### src/rtl/ldpc_seq_pkg.sv
package ldpc_seq_pkg;
  typedef enum logic [2:0] {
    ST_IDLE,
    ST_READ,
    ST_UPDATE,
    ST_WRITE,
    ST_CHECK,
    ST_DONE
  } seq_state_e;
endpackage

### src/rtl/layer_parity_unit.sv
module layer_parity_unit #(
  parameter int N_COLS = 8,
  parameter int Z      = 32,
  localparam int CW    = $clog2(Z + 1)
) (
  input  logic [N_COLS*Z-1:0] col_signs_i,
  output logic [CW-1:0]       fail_cnt_o
);
  logic [Z-1:0] fail;

  for (genvar c = 0; c < Z; c++) begin : g_chk
    logic [N_COLS-1:0] bits;
    for (genvar j = 0; j < N_COLS; j++) begin : g_col
      assign bits[j] = col_signs_i[j*Z + c];
    end
    assign fail[c] = ^bits;
  end

  always_comb begin
    fail_cnt_o = '0;
    for (int i = 0; i < Z; i++) fail_cnt_o = fail_cnt_o + CW'(fail[i]);
  end
endmodule

### src/rtl/iter_limit_clamp.sv
module iter_limit_clamp #(
  parameter int ITER_W   = 5,
  parameter int MAX_ITER = 30
) (
  input  logic [ITER_W-1:0] raw_i,
  output logic [ITER_W-1:0] lim_o
);
  localparam logic [ITER_W-1:0] MaxV = ITER_W'(MAX_ITER);
  assign lim_o = (raw_i == '0 || raw_i > MaxV) ? MaxV : raw_i;
endmodule

### src/rtl/seq_fsm.sv
module seq_fsm
  import ldpc_seq_pkg::*;
#(
  parameter int N_LAYERS = 7,
  parameter int Z        = 32,
  parameter int ITER_W   = 5,
  parameter int MAX_ITER = 30,
  localparam int LAYER_W = $clog2(N_LAYERS),
  localparam int CW      = $clog2(Z + 1),
  localparam int WGT_W   = $clog2(N_LAYERS * Z + 1)
) (
  input  logic               clk_i,
  input  logic               rst_ni,
  input  logic               start_i,
  input  logic               early_en_i,
  input  logic [ITER_W-1:0]  lim_i,
  input  logic [CW-1:0]      layer_fail_i,
  output logic               busy_o,
  output logic               rd_en_o,
  output logic               upd_en_o,
  output logic               wr_en_o,
  output logic [LAYER_W-1:0] layer_o,
  output logic               converged_o,
  output logic [ITER_W-1:0]  iters_used_o,
  output logic [WGT_W-1:0]   synd_weight_o
);
  seq_state_e         state_q;
  logic [LAYER_W-1:0] layer_q;
  logic [ITER_W-1:0]  iter_q, lim_q, iters_q;
  logic               early_q, conv_q;
  logic [WGT_W-1:0]   acc_q, weight_q;
  logic [ITER_W-1:0]  iter_nxt;
  logic               last_layer, finish;

  assign iter_nxt   = iter_q + ITER_W'(1);
  assign last_layer = (layer_q == LAYER_W'(N_LAYERS - 1));
  assign finish     = (iter_nxt == lim_q) || (early_q && acc_q == '0);

  always_ff @(posedge clk_i or negedge rst_ni) begin
    if (!rst_ni) begin
      state_q  <= ST_IDLE;
      layer_q  <= '0;
      iter_q   <= '0;
      lim_q    <= ITER_W'(MAX_ITER);
      early_q  <= 1'b0;
      acc_q    <= '0;
      weight_q <= '0;
      iters_q  <= '0;
      conv_q   <= 1'b0;
    end else begin
      case (state_q)
        ST_IDLE, ST_DONE: if (start_i) begin
          state_q  <= ST_READ;
          layer_q  <= '0;
          iter_q   <= '0;
          acc_q    <= '0;
          lim_q    <= lim_i;
          early_q  <= early_en_i;
          conv_q   <= 1'b0;
          iters_q  <= '0;
          weight_q <= '0;
        end
        ST_READ:   state_q <= ST_UPDATE;
        ST_UPDATE: state_q <= ST_WRITE;
        ST_WRITE: begin
          acc_q <= acc_q + WGT_W'(layer_fail_i);
          if (last_layer) state_q <= ST_CHECK;
          else begin
            state_q <= ST_READ;
            layer_q <= layer_q + LAYER_W'(1);
          end
        end
        ST_CHECK: begin
          weight_q <= acc_q;
          iters_q  <= iter_nxt;
          if (finish) begin
            state_q <= ST_DONE;
            conv_q  <= (acc_q == '0);
          end else begin
            state_q <= ST_READ;
            layer_q <= '0;
            iter_q  <= iter_nxt;
            acc_q   <= '0;
          end
        end
        default: state_q <= ST_IDLE;
      endcase
    end
  end

  assign busy_o        = (state_q == ST_READ) || (state_q == ST_UPDATE) ||
                         (state_q == ST_WRITE) || (state_q == ST_CHECK);
  assign rd_en_o       = (state_q == ST_READ);
  assign upd_en_o      = (state_q == ST_UPDATE);
  assign wr_en_o       = (state_q == ST_WRITE);
  assign layer_o       = layer_q;
  assign converged_o   = conv_q;
  assign iters_used_o  = iters_q;
  assign synd_weight_o = weight_q;

  assert_one_phase_R3: assert property (@(posedge clk_i) disable iff (!rst_ni)
    $onehot0({rd_en_o, upd_en_o, wr_en_o}));
  assert_rd_to_upd_R3: assert property (@(posedge clk_i) disable iff (!rst_ni)
    rd_en_o |=> upd_en_o && $stable(layer_o));
  assert_upd_to_wr_R3: assert property (@(posedge clk_i) disable iff (!rst_ni)
    upd_en_o |=> wr_en_o && $stable(layer_o));
  assert_start_R2: assert property (@(posedge clk_i) disable iff (!rst_ni)
    (!busy_o && start_i) |=> rd_en_o && layer_o == '0);
  assert_limit_R7: assert property (@(posedge clk_i) disable iff (!rst_ni)
    busy_o |-> (iter_q < lim_q) && (lim_q <= ITER_W'(MAX_ITER)) && (lim_q != '0));
  assert_conv_zero_R9: assert property (@(posedge clk_i) disable iff (!rst_ni)
    converged_o |-> synd_weight_o == '0);
  assert_hold_R8: assert property (@(posedge clk_i) disable iff (!rst_ni)
    (!busy_o && !start_i) |=> $stable(iters_used_o) && $stable(synd_weight_o) && $stable(converged_o));
endmodule

### src/rtl/ldpc_layer_sequencer.sv
module ldpc_layer_sequencer #(
  parameter int N_LAYERS = 7,
  parameter int N_COLS   = 8,
  parameter int Z        = 32,
  parameter int ITER_W   = 5,
  parameter int MAX_ITER = 30,
  localparam int LAYER_W = $clog2(N_LAYERS),
  localparam int CW      = $clog2(Z + 1),
  localparam int WGT_W   = $clog2(N_LAYERS * Z + 1)
) (
  input  logic               clk_i,
  input  logic               rst_ni,
  input  logic               start_i,
  input  logic               early_exit_en_i,
  input  logic [ITER_W-1:0]  iter_limit_i,
  input  logic [N_COLS*Z-1:0] col_signs_i,
  output logic               busy_o,
  output logic               rd_en_o,
  output logic               upd_en_o,
  output logic               wr_en_o,
  output logic [LAYER_W-1:0] layer_o,
  output logic               converged_o,
  output logic [ITER_W-1:0]  iters_used_o,
  output logic [WGT_W-1:0]   synd_weight_o
);
  logic [CW-1:0]     layer_fail;
  logic [ITER_W-1:0] lim_eff;

  layer_parity_unit #(.N_COLS(N_COLS), .Z(Z)) u_parity (
    .col_signs_i (col_signs_i),
    .fail_cnt_o  (layer_fail)
  );

  iter_limit_clamp #(.ITER_W(ITER_W), .MAX_ITER(MAX_ITER)) u_clamp (
    .raw_i (iter_limit_i),
    .lim_o (lim_eff)
  );

  seq_fsm #(.N_LAYERS(N_LAYERS), .Z(Z), .ITER_W(ITER_W), .MAX_ITER(MAX_ITER)) u_fsm (
    .clk_i         (clk_i),
    .rst_ni        (rst_ni),
    .start_i       (start_i),
    .early_en_i    (early_exit_en_i),
    .lim_i         (lim_eff),
    .layer_fail_i  (layer_fail),
    .busy_o        (busy_o),
    .rd_en_o       (rd_en_o),
    .upd_en_o      (upd_en_o),
    .wr_en_o       (wr_en_o),
    .layer_o       (layer_o),
    .converged_o   (converged_o),
    .iters_used_o  (iters_used_o),
    .synd_weight_o (synd_weight_o)
  );
endmodule

### config.mk
export PLATFORM = sky130hd
export DESIGN_NAME = ldpc_layer_sequencer
export DESIGN_NICKNAME = d
export VERILOG_FILES = /design/src/rtl/ldpc_seq_pkg.sv /design/src/rtl/layer_parity_unit.sv /design/src/rtl/iter_limit_clamp.sv /design/src/rtl/seq_fsm.sv /design/src/rtl/ldpc_layer_sequencer.sv
export SDC_FILE = /design/constraint.sdc
export NUM_CORES = 1
export LEC_CHECK = 0
export BUFFER_PORTS_ARGS = -buffer_cell sky130_fd_sc_hd__clkbuf_2
export CORE_ASPECT_RATIO = 2
export CORE_MARGIN = 3
export CORE_UTILIZATION = 41
export CTS_CLUSTER_DIAMETER = 60
export DETAILED_ROUTE_END_ITERATION = 16
export PLACE_DENSITY_LB_ADDON = 0.15
export SLEW_MARGIN = 25
export SYNTH_ARGS = -nofsm -noshare
export SYNTH_HDL_FRONTEND = slang
export SYNTH_HIERARCHICAL = 1
export SYNTH_SLANG_ARGS = --single-unit
### constraint.sdc
create_clock -name clk_i -period 1.9 [get_ports clk_i]
set_clock_uncertainty 0.1 [all_clocks]
set_input_delay 0 -clock clk_i [delete_from_list [all_inputs] [get_ports clk_i]]
set_output_delay 0 -clock clk_i [all_outputs]
set_load 0.03 [all_outputs]
======== Word-level counts from Yosys, hierarchy flattened ========
Index checks and enable logic that the tools add are counted.
W data, S select, Z words.
storage, ports and cells
  memories kept ........................... 0
  register bits ........................... 39
  output and inout port bits .............. 21
  bits in latches ......................... 0
  bits in read-only memories .............. 0
  logic and storage cells ................. 125
  RAM bits ................................ 0
operators by class
  muxes and demuxes ....................... 20
  div/mod/pow operators ................... 0
  $lt $le $gt $ge ......................... 1
  shift-type cells ........................ 0
  reduce and logical (&&, ||, !) cells .... 50
  bitwise logic cells ..................... 0
  $mul .................................... 0
  equal/unequal tests ..................... 11
  $add $sub $neg .......................... 34
operators with widths
  operator               count
  $reduce_xor A8 Y1      32
  $add A6 B1 Y6          30
  $pmux W8 S3            1
  $pmux W5 S2            2
  $mux W3                6
  $mux W8                2
  $pmux W8 S2            1
  $mux W5                3
  $pmux W3 S5            1
  $eq A3 B3 Y1 const B   3
  $pmux W3 S3            1
  $reduce_and A3 Y1      3
  $add A8 B6 Y8          1
  $logic_not A8 Y1       1
  $eq A3 B2 Y1 const B   2
  $ne A2 B2 Y1 const B   3
  $add A5 B1 Y5 const B  1
  $eq A5 B5 Y1           1
  $gt A5 B5 Y1 const B   1
  $logic_not A5 Y1       1
  $logic_or A1 B1 Y1     5
  $reduce_and A2 Y1      2
  $reduce_and A4 Y1      1
  $add A3 B1 Y3 const B  1
  10 further kinds       11

======== Logic depth before layout (Yosys ltp) ========
  word-level depth ........................ 34
  depth in mapped cells ................... 25

======== By module ========
Netlist, hierarchy kept.
by module, submodules not included
  module             times used  seq. area each (um^2)  area an instance (um^2)  cells each
  layer_parity_unit  1           0.0                    2702.6                   293
  seq_fsm            1           980.9                  2132.0                   213
  iter_limit_clamp   1           0.0                    58.8                     9

======== Worst setup path after synthesis ========
Ideal clock, no wire load.
  kind .................................... input to register
  from .................................... input port col_signs_i[96]
  to ...................................... register u_fsm.acc_q[6]
  stages on the path ...................... 24
  buffers on the path ..................... 0
  setup time .............................. 0.087 ns
  path slack .............................. -3.788 ns
  arrival ................................. 5.502 ns
  required time ........................... 1.713 ns
  cells stage by stage .................... xor2_1 > xnor2_1 > xnor2_1 > fa_1 > inv_1 > fa_1 > fa_1 > fa_1 > fa_1 > fa_1 > inv_1 > ha_1 > inv_1 > fa_1 > inv_1 > a21o_1 > a21oi_2 > xnor2_1 > ha_1 > o21ai_0 > o21bai_1 > a21oi_1 > or3_1 > o211ai_1
on the way
  longest elaborated chain between the ends .. 34
ends and longest elaborated chain
  item                         line                        source
  start: declaration           ldpc_layer_sequencer.sv:16  input logic [N_COLS*Z-1:0] col_signs_i,
  $reduce_xor A8 Y1            layer_parity_unit.sv:16     assign fail[c] = ^bits;
  $add A1 B1 Y2                layer_parity_unit.sv:21     for (int i = 0; i < Z; i++) fail_cnt_o = fail_cnt_o + CW'(fail[i]);
  $add A6 B1 Y6 (30 in a row)  layer_parity_unit.sv:21
  via layer_fail[4]            ldpc_layer_sequencer.sv:26  logic [CW-1:0] layer_fail;
  $add A8 B6 Y8                seq_fsm.sv:66               acc_q <= acc_q + WGT_W'(layer_fail_i);
  $pmux W8 S3                  seq_fsm.sv:51               case (state_q)
  end signal: assignment       seq_fsm.sv:66
  end: declaration             seq_fsm.sv:31               logic [WGT_W-1:0] acc_q, weight_q;
The timed path passes the listed nets, and every way through them passes these cells.
A chain may end at the register's enable or synchronous reset.

======== Worst setup path in the final report ========
  from .................................... input port col_signs_i[83]
  to ...................................... register u_fsm.acc_q[7]
on the way
  longest elaborated chain between the ends .. 16
ends and longest elaborated chain
  item                         line
  $reduce_xor A8 Y1            layer_parity_unit.sv:16
  $add A6 B1 Y6 (13 in a row)  layer_parity_unit.sv:21
  via layer_fail[4]            ldpc_layer_sequencer.sv:26
  $add A8 B6 Y8                seq_fsm.sv:66
  $pmux W8 S3                  seq_fsm.sv:51
The timed path passes the listed nets, and every way through them passes these cells.

==> results by group <==
Setup path
  • Worst Setup End Kind: register
  • Source of the worst register-to-register timing path: u_fsm/lim_q[4]
  • Crit path launch: col_signs_i[83]
  • Setup crit start kind: input port
  • Cell mode on critical path: sky130_fd_sc_hd__fa_1
  • Largest fanout on the critical path: 3
  • Internal reg-to-reg setup slack: -0.17 ns
  • Required time worst endpoint: between 1.5 and 2 ns
  • Maximum cell stage delay along the critical path: about 0.57 ns
  • End point of the critical path: u_fsm/acc_q[7]
  • Critical setup path kind: in2reg
  • Cell with the biggest individual delay on the critical path: sky130_fd_sc_hd__fa_1
  • Crit path arrival time: just under 6 ns
  • Worst reg2reg path depth: 6
  • FF-to-FF End: u_fsm/acc_q[6]

Clock network
  • Bufs on Longest Clock Path: 2
  • Total CTS buffers: 5
  • Number of levels the H-tree was split into: 2
  • Total clock sinks: 39
  • Clock-pin slew on the worst setup and hold paths: around 0.06 ns
  • Clk Latency, worst-skew pair: about 0.29 ns
  • CTS tree: yes
  • Clock Root Buffer: sky130_fd_sc_hd__clkbuf_16

Logic synthesis
  • Netlist area before placement: between 4000 and 5000 sq um
  • Flip-flop and latch count after synthesis: 39
  • Post-synth net total: about 820
  • Post-synth cell types: 48
  • Share of cell area taken by muxes after synthesis: about 1.4%
  • Share of the synthesized area in the top cell type: 39.2%
  • Synth Area in Simple Gates: between 6 and 7%
  • Post-synthesis average cell area: approximately 9.5 sq um
  • Post-synthesis adder-cell area fraction: 14.3%
  • Top cell types by occurrence after synthesis: sky130_fd_sc_hd__xnor2_1 (219), sky130_fd_sc_hd__inv_1 (44), sky130_fd_sc_hd__dfrtp_1 (35)
  • Area share of xor/xnor cells in the synthesized design: a little over two fifths
  • Share of synthesized area occupied by flip-flops and latches: about a fifth
  • Synth Area in Compound Gates: 9.82%
  • Number of warning messages in the yosys log: 6
  • Async SR Flop Fraction: 100%
  • Largest family of logic cells by synthesized area: XOR/XNOR gates
  • Largest area contributor in the synthesized netlist: sky130_fd_sc_hd__xnor2_1
  • Most area-consuming cells after synthesis: sky130_fd_sc_hd__xnor2_1 (39%), sky130_fd_sc_hd__dfrtp_1 (18%), sky130_fd_sc_hd__fa_1 (10%), sky130_fd_sc_hd__ha_1 (4.1%), sky130_fd_sc_hd__xor2_1 (3.6%)
  • Dominant register cell in the synthesized netlist: sky130_fd_sc_hd__dfrtp_1
  • Cell with the most instances after synthesis: sky130_fd_sc_hd__xnor2_1
  • Instance count of the mapped netlist: around 500
  • Count of flip-flops with a built-in enable after synthesis: 0

GRT
  • Grt ovf: 0
  • Vias in the first global route: between 5,000 and 6,000
  • Pin count of the biggest net entering global routing: 40
  • Initial antenna violation count: 0
  • First-pass GRT wire length: ~25 mm
  • GRT Total Usage: around a quarter

Finish
  • Area taken by flip-flops and latches: a little under 1000 sq um
  • Layout Area Growth over Synthesis: 57.6%
  • Total Nets Final: roughly 1,200
  • Multi-input gate area in the final layout: 4220 sq um
  • Share of post-route cells with drive strength above 1: around 50%
  • Fill cell instance count of the final layout: about 920
  • Final Core Density: between 60 and 70%

Flow run
  • Max-cap violations: 0

STA
  • Max-slew violation total from the final report: 0
  • Final-report hold violation count: 0
  • Max Fclk: between 0.15 and 0.2 GHz
  • Setup repair after global routing missed its margin: yes
  • Final setup slack of the worst path: -3.86 ns
  • Final cycle utilization of the critical path: 303%
  • Setup violators final: 15
  • Pin slew with the least headroom to its limit: 0.524 ns
  • Slew margin rel.: between 60% and 70%
  • Period minus WS final: ~5.8 ns

Place
  • Global placement routability congestion: approximately 0.85
  • Estimated wirelength of the detail-placed design: 14.3 mm
  • Number of buffers added on ports: roughly 290
  • Placement Setup Slack: -4.11 ns

Die
  • Core Area: approximately 11,000 sq um
  • X dimension of the die: between 80 and 90 um
  • Area of the die: between 10,000 and 15,000 sq um
  • Number of cell rows: 55
  • Effective utilization at floorplan: 42.6%
  • I/O pin cnt: roughly 290
  • Die outline height: 161 um

Detailed routing
  • Post-route DRC violation count: 0
  • Via count of the routed design: just under 5,000
  • Sum of routed wire length over all layers: ~17 mm
  • 1st-iter DRT viols: approximately 150
  • Antenna Nets Post-Route: 0
  • Post-DR vias/cell: 4.80
  • Number of iterations in the first detailed-routing pass: 4
  • Routed WL per cell: 16.6 um

Status
  • Violated checks: negative setup slack
  • Result of the run: finished with violations

Min path
  • Tightest Hold Check Type: in2reg
## metrics by stage
| stage | setup TNS, ns | instance area, sq um | cells | hold slack, ns |
|---|---|---|---|---|
| after detailed placement | -30.35 | 6890 | 974 | -0.00966 |
| after global placement | -29.57 | 6890 | 974 | -0.0203 |
| after global routing | -30.00 | 7710 | 999 | 0.0581 |
| after CTS | -27.55 | 7320 | 993 | 0.0451 |
| after floorplan | -26.45 | 5000 | 515 | -0.396 |
| final | -27.97 | 7710 | 1000 | 0.0482 |
## logic make-up after synthesis
family | after synthesis
XOR/XNOR | 240
AO/OA/AOI/OAI | 70
AND/OR/NAND/NOR | 66
buffers and inverters | 53
adder cells (fa/ha/maj) | 41
flip-flops | 39
multiplexers | 6
## cell type report
cell class / instances / area share [%]
tap: 142 / 2.30
clock inverter: 3 / 0.600
inverter: 44 / 2.14
timing repair buffer: 343 / 25.8
multi-input combinational: 423 / 54.8
antenna: 1 / 0.0325
sequential: 39 / 12.7
clock buffer: 5 / 1.62
## placed cells by master, fill, tap and decap left out, types with 2 or more instances in the layout
cell / count
sky130_fd_sc_hd__clkbuf_2: 272
sky130_fd_sc_hd__xnor2_1: 192
sky130_fd_sc_hd__buf_4: 48
sky130_fd_sc_hd__inv_1: 35
sky130_fd_sc_hd__dfrtp_1: 35
sky130_fd_sc_hd__xnor2_2: 24
sky130_fd_sc_hd__fa_1: 23
sky130_fd_sc_hd__nand2_1: 21
sky130_fd_sc_hd__xor2_1: 19
sky130_fd_sc_hd__buf_6: 17
sky130_fd_sc_hd__nand3_1: 17
sky130_fd_sc_hd__o21ai_0: 17
sky130_fd_sc_hd__ha_1: 10
sky130_fd_sc_hd__inv_2: 9
sky130_fd_sc_hd__a21oi_2: 7
sky130_fd_sc_hd__nor2_1: 6
sky130_fd_sc_hd__mux2_2: 6
sky130_fd_sc_hd__clkbuf_16: 5
sky130_fd_sc_hd__a21o_1: 5
sky130_fd_sc_hd__o22ai_1: 5
sky130_fd_sc_hd__a21oi_1: 5
sky130_fd_sc_hd__ha_4: 5
sky130_fd_sc_hd__dlygate4sd3_1: 4
sky130_fd_sc_hd__dfstp_2: 4
sky130_fd_sc_hd__o41ai_1: 3
sky130_fd_sc_hd__o21bai_1: 3
sky130_fd_sc_hd__o21ai_1: 3
sky130_fd_sc_hd__o211ai_1: 3
sky130_fd_sc_hd__xnor2_4: 3
sky130_fd_sc_hd__or3_1: 2
sky130_fd_sc_hd__nor3_1: 2
sky130_fd_sc_hd__nor4_2: 2
sky130_fd_sc_hd__o311ai_4: 2
sky130_fd_sc_hd__a31oi_1: 2
sky130_fd_sc_hd__a21oi_4: 2
sky130_fd_sc_hd__fa_2: 2
## critical path, delay by kind of cell
| kind | cells | cell delay, ns |
|---|---|---|
| fa+ha+maj | 9 | 3.92 |
| xor+xnor | 4 | 0.60 |
| compound gates | 4 | 0.36 |
| buf+inv | 7 | 0.46 |
| simple gates | 3 | 0.49 |
## routing by layer
| layer | track usage (%) | wire, um |
|---|---|---|
| met1 | 22.2 | 5130 |
| met2 | 50.5 | 10200 |
| met5 | 0 | 0 |
| met4 | 6.55 | 333 |
| met3 | 2.98 | 941 |
## worst min path at each step
stage                             endpoint       startpoint  cells after the start
global route                u_fsm/lim_q[2]  iter_limit_i[0]                      3
detailed placement  u_fsm/synd_weight_o[4]           rst_ni                      2
CTS                         u_fsm/lim_q[2]  iter_limit_i[0]                      3
floorplan                   u_fsm/acc_q[0]           rst_ni                      0
global placement    u_fsm/synd_weight_o[4]           rst_ni                      2
finish                      u_fsm/lim_q[2]  iter_limit_i[0]                      3
## sequential cells by signal, summed over array words and instances (netlist names)
| signal | cells |
|---|---|
| u_fsm/state_q | 3 |
| u_fsm/converged_o | 1 |
| u_fsm/early_q | 1 |
| u_fsm/layer_o | 3 |
| u_fsm/iter_q | 5 |
| u_fsm/iters_used_o | 5 |
| u_fsm/acc_q | 8 |
| u_fsm/synd_weight_o | 8 |
| u_fsm/lim_q | 5 |
## repair_timing
item	4_1_cts	5_1_grt
endpoints found under the hold margin	38	0
setup buffers	7	6
hold buffers	4	0
endpoints found under the setup margin	15	18
pin swaps	17	36
resized for setup	32	73
Power is left out: the tool's default activity adds up to more than one toggle a clock period on the data nets, which glitch-free logic cannot reach.
